### config.mk
export PLATFORM = sky130hd
export DESIGN_NAME = fwu_ctrl
export DESIGN_NICKNAME = d
export VERILOG_FILES = /design/src/rtl/fwu_pkg.sv /design/src/rtl/fwu_prescale.sv /design/src/rtl/fwu_ms_timer.sv /design/src/rtl/fwu_rst_pulse.sv /design/src/rtl/fwu_ctrl.sv
export SDC_FILE = /design/constraint.sdc
export NUM_CORES = 1
export LEC_CHECK = 0
export BUFFER_PORTS_ARGS = -buffer_cell sky130_fd_sc_hd__buf_2
export CORE_MARGIN = 2
export CORE_UTILIZATION = 56
export CTS_BUF_LIST = sky130_fd_sc_hd__clkbuf_2 sky130_fd_sc_hd__clkbuf_4 sky130_fd_sc_hd__clkbuf_8
export CTS_CLUSTER_SIZE = 14
export DETAILED_ROUTE_END_ITERATION = 8
export PLACE_DENSITY_LB_ADDON = 0.1
export REMOVE_ABC_BUFFERS = 1
export SLEW_MARGIN = 20
export SYNTH_ARGS = -nofsm -noshare
export SYNTH_HDL_FRONTEND = slang
export SYNTH_SLANG_ARGS = --single-unit
export TNS_END_PERCENT = 50
### constraint.sdc
create_clock -name clk -period 2.2 [get_ports clk]
set_input_delay 0.33 -clock clk [delete_from_list [all_inputs] [get_ports clk]]
set_output_delay 0.33 -clock clk [all_outputs]
set_load 0.03 [all_outputs]
### src/rtl/fwu_pkg.sv
package fwu_pkg;

    localparam int MS_W = 14;

    typedef enum logic [1:0] {
        MODE_NORMAL = 2'b00,
        MODE_SLEEP  = 2'b01,
        MODE_NREQ   = 2'b10
    } mode_e;

    // Interval in milliseconds for a given select code.
    function automatic logic [MS_W-1:0] period_ms(input logic [2:0] sel);
        logic [MS_W-1:0] base;
        base = MS_W'(32);
        if (sel == 3'd7) begin
            return MS_W'(8192);
        end
        return base << sel;
    endfunction

endpackage

### src/rtl/fwu_prescale.sv
module fwu_prescale #(
    parameter int TICKS_PER_MS = 1000
) (
    input  logic clk,
    input  logic rst_n,
    input  logic clr,
    input  logic tick,
    output logic ms_stb
);
    localparam int PW = $clog2(TICKS_PER_MS + 1);
    localparam logic [PW-1:0] LAST = PW'(TICKS_PER_MS - 1);

    logic [PW-1:0] pcnt;

    assign ms_stb = tick && (pcnt == LAST);

    always_ff @(posedge clk or negedge rst_n) begin
        if (!rst_n) begin
            pcnt <= '0;
        end else if (clr || ms_stb) begin
            pcnt <= '0;
        end else if (tick) begin
            pcnt <= pcnt + 1'b1;
        end
    end
endmodule

### src/rtl/fwu_ms_timer.sv
module fwu_ms_timer #(
    parameter int W = 14
) (
    input  logic         clk,
    input  logic         rst_n,
    input  logic         clr,
    input  logic         ms_stb,
    input  logic [W-1:0] limit,
    output logic         done
);
    logic [W-1:0] mcnt;

    // Compare with >= so that a limit lowered mid-count still expires.
    assign done = ms_stb && (mcnt >= (limit - 1'b1));

    always_ff @(posedge clk or negedge rst_n) begin
        if (!rst_n) begin
            mcnt <= '0;
        end else if (clr || done) begin
            mcnt <= '0;
        end else if (ms_stb) begin
            mcnt <= mcnt + 1'b1;
        end
    end
endmodule

### src/rtl/fwu_rst_pulse.sv
module fwu_rst_pulse #(
    parameter int LEN = 16
) (
    input  logic clk,
    input  logic rst_n,
    input  logic start,
    input  logic tick,
    output logic active
);
    localparam int CW = $clog2(LEN + 1);
    localparam logic [CW-1:0] LAST = CW'(LEN - 1);

    logic [CW-1:0] cnt;

    always_ff @(posedge clk or negedge rst_n) begin
        if (!rst_n) begin
            active <= 1'b0;
            cnt    <= '0;
        end else if (start) begin
            active <= 1'b1;
            cnt    <= '0;
        end else if (active && tick) begin
            if (cnt == LAST) begin
                active <= 1'b0;
            end else begin
                cnt <= cnt + 1'b1;
            end
        end
    end
endmodule

### src/rtl/fwu_ctrl.sv
module fwu_ctrl
    import fwu_pkg::*;
#(
    parameter int TICKS_PER_MS   = 1000,
    parameter int CFG_WINDOW_MS  = 75,
    parameter int HOST_RST_TICKS = 16
) (
    input  logic       clk,
    input  logic       rst_n,
    input  logic       tick_i,
    input  logic       fwu_en_i,
    input  logic [2:0] period_sel_i,
    input  logic       cyc_sense_en_i,
    input  logic       cfg_done_i,
    input  logic       sleep_cmd_i,
    output logic       wake_req_o,
    output logic       host_rst_n_o,
    output logic [1:0] mode_o
);
    localparam logic [MS_W-1:0] WINDOW = MS_W'(CFG_WINDOW_MS);

    mode_e           state_q, state_d;
    logic            run, tmr_clr, ms_stb, tmr_done, enter_nreq, rst_active;
    logic [MS_W-1:0] limit;
    logic            wake_q;

    // Timer runs in SLEEP only for an unmasked forced wake, always in NORM_REQ.
    assign run = ((state_q == MODE_SLEEP) && fwu_en_i && !cyc_sense_en_i)
               || (state_q == MODE_NREQ);
    assign tmr_clr    = (state_d != state_q) || !run;
    assign limit      = (state_q == MODE_NREQ) ? WINDOW : period_ms(period_sel_i);
    assign enter_nreq = (state_q == MODE_SLEEP) && (state_d == MODE_NREQ);

    fwu_prescale #(.TICKS_PER_MS(TICKS_PER_MS)) u_pre (
        .clk    (clk),
        .rst_n  (rst_n),
        .clr    (tmr_clr),
        .tick   (tick_i),
        .ms_stb (ms_stb)
    );

    fwu_ms_timer #(.W(MS_W)) u_tmr (
        .clk    (clk),
        .rst_n  (rst_n),
        .clr    (tmr_clr),
        .ms_stb (ms_stb && run),
        .limit  (limit),
        .done   (tmr_done)
    );

    fwu_rst_pulse #(.LEN(HOST_RST_TICKS)) u_rst (
        .clk    (clk),
        .rst_n  (rst_n),
        .start  (enter_nreq),
        .tick   (tick_i),
        .active (rst_active)
    );

    // Next-state logic
    always_comb begin
        state_d = state_q;
        unique case (state_q)
            MODE_NORMAL: begin
                if (sleep_cmd_i) state_d = MODE_SLEEP;
            end
            MODE_SLEEP: begin
                if (run && tmr_done) state_d = MODE_NREQ;
            end
            MODE_NREQ: begin
                if (cfg_done_i)    state_d = MODE_NORMAL;
                else if (tmr_done) state_d = MODE_SLEEP;
            end
            default: state_d = MODE_NORMAL;
        endcase
    end

    // State register
    always_ff @(posedge clk or negedge rst_n) begin
        if (!rst_n) state_q <= MODE_NORMAL;
        else        state_q <= state_d;
    end

    // Output register
    always_ff @(posedge clk or negedge rst_n) begin
        if (!rst_n) wake_q <= 1'b0;
        else        wake_q <= enter_nreq;
    end

    assign wake_req_o   = wake_q;
    assign host_rst_n_o = !rst_active;
    assign mode_o       = state_q;
endmodule

# Yosys cells after proc, flatten, opt, wreduce, memory -nomap -nowiden
# Cells that the tools add are included.
[totals]
reg_bits = 33
[op_classes]
n_mux = 19
reduce_logical = 22
shift = 1
n_eq_ne = 8
n_addsub = 4
order_cmp = 1
[ops]
columns = ["cell", "n"]
rows = [
  ["two-way mux 14 bit", 5],
  ["two-way mux 10 bit", 2],
  ["two-way mux 5 bit", 3],
  ["adder 14 x 1 -> 14 bit, second input constant", 1],
  ["greater-or-equal comparator 14 bit", 1],
  ["left shift 6 x 3 -> 14 bit, first input constant", 1],
  ["subtractor 14 x 1 -> 14 bit, second input constant", 1],
  ["adder 10 x 1 -> 10 bit, second input constant", 1],
  ["== test 10 bit, second input constant", 1],
  ["logical AND 1 bit", 8],
  ["two-way mux 2 bit", 4],
  ["nonzero test 2 bit", 4],
  ["case mux 2 bit (3 select lines)", 1],
  ["adder 5 x 1 -> 5 bit, second input constant", 1],
  ["== test 5 x 4 -> 1 bit, second input constant", 1],
  ["== test 2 bit, second input constant", 2],
  ["logical OR 1 bit", 4],
  ["two-way mux 1 bit", 4],
  ["AND reduction 2 bit", 2],
  ["== test 3 bit, second input constant", 1],
  ["logical NOT 1 bit", 3],
  ["== test 2 x 1 -> 1 bit, second input constant", 1],
  ["logical NOT 2 bit", 1],
  ["inequality test 2 bit", 1],
  ["inequality test 2 bit, second input constant", 1],
]

# Longest topological paths before layout
[logic_depth]
depth_word = 14
ltp_mapped = 11
ltp_nobuf = 9

# By module
# A second synthesis with hierarchy kept.
[hier_totals]
hier_cells = 247
area_unflattened_um2 = 2326.0
[by_module_without_submodules]
columns = ["mod", "area_per_inst_um2", "cells_per_inst", "seq_area_each_um2", "instances"]
rows = [
  ["fwu_ms_timer", 1243.7, 141, 350.3, 1],
  ["fwu_prescale", 516.7, 52, 250.2, 1],
  ["fwu_rst_pulse", 300.3, 27, 150.1, 1],
  ["fwu_ctrl", 265.3, 27, 75.1, 1],
]

# Worst setup path after synthesis
# Ideal clock, no wire load.
[synth_path]
kind = "register to register"
startpoint = "register state_q[0] (netlist: mode_o[0])"
endpoint = "register u_tmr.mcnt[10]"
path_slack_ns = -0.279
t_required_ns = 2.114
arrival_ns = 2.393
n_path_buf = 2
path_stages_with_launch = 12
path_cell_list = "dfrtp_1 > nand2b_1 > buf_2 > inv_1 > nor3_1 > ha_1 > nand4_1 > o21ai_0 > a211oi_4 > a21oi_4 > buf_6 > nor3_1"
[synth_between]
elab_chain_len = 13
[synth_rtl]
columns = ["element", "line", "rtl"]
rows = [
  ["from (decl)", "fwu_ctrl.sv:22", "mode_e state_q, state_d;"],
  ["from (signal assigned)", "fwu_ctrl.sv:80", "else state_q <= state_d;"],
  ["parallel branches: the longest is 13 deep, another holds subtractor 14 x 1 -> 14 bit", "--", ""],
  ["to (signal assigned)", "fwu_ms_timer.sv:22", "mcnt <= mcnt + 1'b1;"],
  ["to (decl)", "fwu_ms_timer.sv:11", "logic [W-1:0] mcnt;"],
]
# Several ways; the timed one is not identified.
# A chain may end at the register's enable or synchronous reset.

# Worst setup path after layout
[layout_path]
startpoint = "register state_q[1] (netlist: mode_o[1])"
endpoint = "register u_tmr.mcnt[2]"
# Same word-level chain as after synthesis.

==> summary.md <==
| Metric | Value |
|---|---|
| Status | finished clean |
| Post-Syn Instances | 212 |
| Global route total overflow | 0 |
| DR WL/cell | 14.7 µm |
| Initial core utilization | 58.1% |
| Final Cycle Share | 99.1% |
| Final setup viols | 0 |
| Cells on worst reg2reg path | 10 |
| Startpoint types | flop |
| Worst-Margin Slew | 0.743 ns |
| DRC viols | 0 |
| Count of pins over their slew limit | 0 |
| Leak pwr | 1.13 nW |
| Synth top cells by count | dfrtp_1, nor2_1, xor2_1, ha_1, nor3_1 |
| Met3 WL | 87 µm |
| Setup CP Type | flop to flop |
| Net Switching | 0.261 mW |
| Library cells used by synthesis | 43 |
| Final #Nets | 261 |
| Critical Path AT | 2.38 ns |
| Switching Fraction | 22.2% |
| Synth-to-Final Area Change | 17.1% |
| Vias in the first global route | 1702 |
| Share of layout cells above drive strength 1 | 27.1% |
| Slew HR | 50.5% |
| Highest routed layer | met4 |
| GRT Util Overall | 22.4% |
| ANT nets after route | 0 |
| Fmax | 0.459 GHz |
| FF-to-FF Start | mode_o[1] |
| I/O Buffers | 13 |
| Row cnt | 22 |
| Die Area | 4270 µm² |
| Hold-fix buffers at CTS | 0 |
| CTS tree | built |
| Worst VDD drop | 0.000410 V |
| Top-area cell type share of the netlist area | 39.1% |
| DR vias/cell | 5.68 |
| TritonRoute pass-1 iters | 4 |
| Post-Route M1 WL | 1820 µm |
| PwrDens | 476 nW/µm² |
| RR Endpoint | u_tmr.mcnt[2] |
| Final WL | 4170 µm |
| RD Place Congestion | 0.829 |
| Final min period | 2.18 ns |
| Via Count | 1612 |
| Die Wd | 65.4 µm |
| Largest net degree at the start of global routing | 34 |
| Clk slew on worst S/H paths | 0.07 ns |
| WL met2 | 2160 µm |
| Flop pwr share | 51.8% |
| Iteration-0 DRC Markers | 72 |
| Max Root-Sink Buffers | 2 |
| Hold Fails Final Rpt | 0 |
| Fin worst setup slack | 0.0208 ns |
| CP Data Required Time | 2.40 ns |
| Num CTS Buffers | 5 |
| Flop-to-flop setup slack | 0.02 ns |
| Crit-path max FO | 16 |
| Hold slack | 0.113 ns |
| Final HPWL DP | 3020 µm |
| Sequential element share of the synthesized area | 39.1% |
| Top area cells in the synthesized netlist | dfrtp_1, ha_1, xor2_1 |
| Worst-Skew Late Latency | 0.28 ns |
| RSZ-0062 raised after global routing | yes |
| Setup_tns | 0 ns |
| Cell with the most instances after synthesis | dfrtp_1 |
| Top_reg_cell synth | dfrtp_1 |
| Logic gate share of total power | 6.0% |
| Top cell type by total area after synthesis | dfrtp_1 |
| Antenna Cells | 0 |
| Setup Skew | 0.00592 ns |
| Fillers | 297 |
| Synthesized flop and latch total | 33 |
| Max-cap viol count | 0 |
| Internal power | 0.914 mW |
| Root Buffer | clkbuf_8 |
| Share of async-settable or async-resettable flops after synthesis | 100% |
| CTS H-Tree Depth | 2 |
| Synth warn | 0 |
| Post-Syn Area per Cell | 9.95 µm² |
| Core ar. | 3630 µm² |
| Number of synthesized flops with an enable pin | 0 |
| First-pass GRT wire length | 7380 µm |
| Die Ht | 65.4 µm |
| IO Pins | 14 |
| Initial antenna violation count | 0 |
| DP Worst Slack | -0.272 ns |
| HP Class | input pin to async pin |
| Crit end category | flop |
| Synthesized area | 2110 µm² |
| Tot Pwr | 1.18 mW |
| Clock Sink Count | 33 |
| Clock Power Share | 42.2% |
-- worst max path at each step --
| stage | cells past startpoint | from | endpoint |
|---|---|---|---|
| detailed placement | 9 | mode_o[0] | mode_o[0] |
| global route | 10 | mode_o[0] | u_tmr.mcnt[8] |
| CTS | 10 | mode_o[1] | u_tmr.mcnt[10] |
| floorplan | 9 | mode_o[0] | u_tmr.mcnt[0] |
| finish | 10 | mode_o[1] | u_tmr.mcnt[2] |
| global placement | 9 | mode_o[0] | mode_o[1] |
-- layout by cell type, fill, tap and decap left out, drive strengths merged, types with 2 or more instances in the layout --
master / count
nor3: 17
nor2: 23
ha: 16
a21oi: 5
and3: 9
xnor2: 6
o21ai: 7
nand2: 12
a211oi: 3
xor2: 19
buf: 27
and4: 2
o211ai: 3
dfrtp: 33
inv: 7
nand2b: 3
o2111ai: 8
nand4: 7
nand3: 6
mux2i: 3
clkbuf: 7
-- through the flow --
stage                     instances  util [%]  cell area [µm²]
after floorplan                 200         -             2020
after global placement          274      61.7             2240
after detailed placement        274      61.7             2240
after CTS                       283      65.9             2400
after global routing            284      68.0             2470
final                           284      68.0             2470
-- cell families (layout without fill, tap and decap cells) --
| kind of cell | after synthesis | in the layout | synth area share [%] |
|---|---|---|---|
| AO/OA/AOI/OAI | 32 | 32 | 12.9 |
| XOR/XNOR | 25 | 25 | 10.4 |
| adder cells (fa/ha/maj) | 16 | 16 | 9.49 |
| buffers and inverters | 19 | 42 | 5.52 |
| flip-flops | 33 | 33 | 39.1 |
| multiplexers | 3 | 3 | 1.42 |
| other | 1 | 1 | 0.178 |
| AND/OR/NAND/NOR | 83 | 84 | 20.9 |
-- per-layer routing --
metal	GRT usage, %	vias to the layer above
li1	-	799
met1	26.5	785
met2	39.8	19
met3	3.77	9
met4	9.90	0
met5	0	-
-- critical path, stage by stage (launching register included) --
cell and delay (ns):
dfrtp_2 0.45, nand2b_4 0.11, nand3_1 0.10, ha_1 0.31
nand4_1 0.11, nor2_2 0.08, buf_4 0.14, a211oi_4 0.36
a21oi_4 0.10, buf_12 0.17, nor3_1 0.17
-- power groups by stage --
stage | clock network [mW] | logic (mW) | registers, mW
3_5_place_dp | 0 | 0.0668 | 0.620
2_1_floorplan | 0 | 0.0280 | 0.620
6_report | 0.495 | 0.0707 | 0.609
5_1_grt | 0.534 | 0.0795 | 0.609
4_1_cts | 0.514 | 0.0691 | 0.609
3_3_place_gp | 0 | 0.0631 | 0.620
-- layout make-up --
cell class              count  area, µm²  share of cell area (%)
multi-input cells         161       1270                    51.4
flip-flops and latches     33        827                    33.5
repair buffers             27        186                    7.54
clock buffers               7       96.3                    3.90
well taps                  48       60.1                    2.43
inverters                   7       26.3                    1.06
clock inverters             1       5.00                   0.203
-- state kept, by name, summed over array words and instances (netlist names) --
signal / count
wake_req_o: 1
mode_o: 2
u_rst.cnt: 5
u_pre.pcnt: 10
u_tmr.mcnt: 14
u_rst.active: 1
-- repair_timing --
item                                    4_1_cts  5_1_grt
resized for setup                             8       15
gates cloned                                  0        1
setup buffers                                 1        0
endpoints found under the setup margin       23       22
pin swaps                                     3        7
Note: power is estimated with default switching activity, not from simulation.
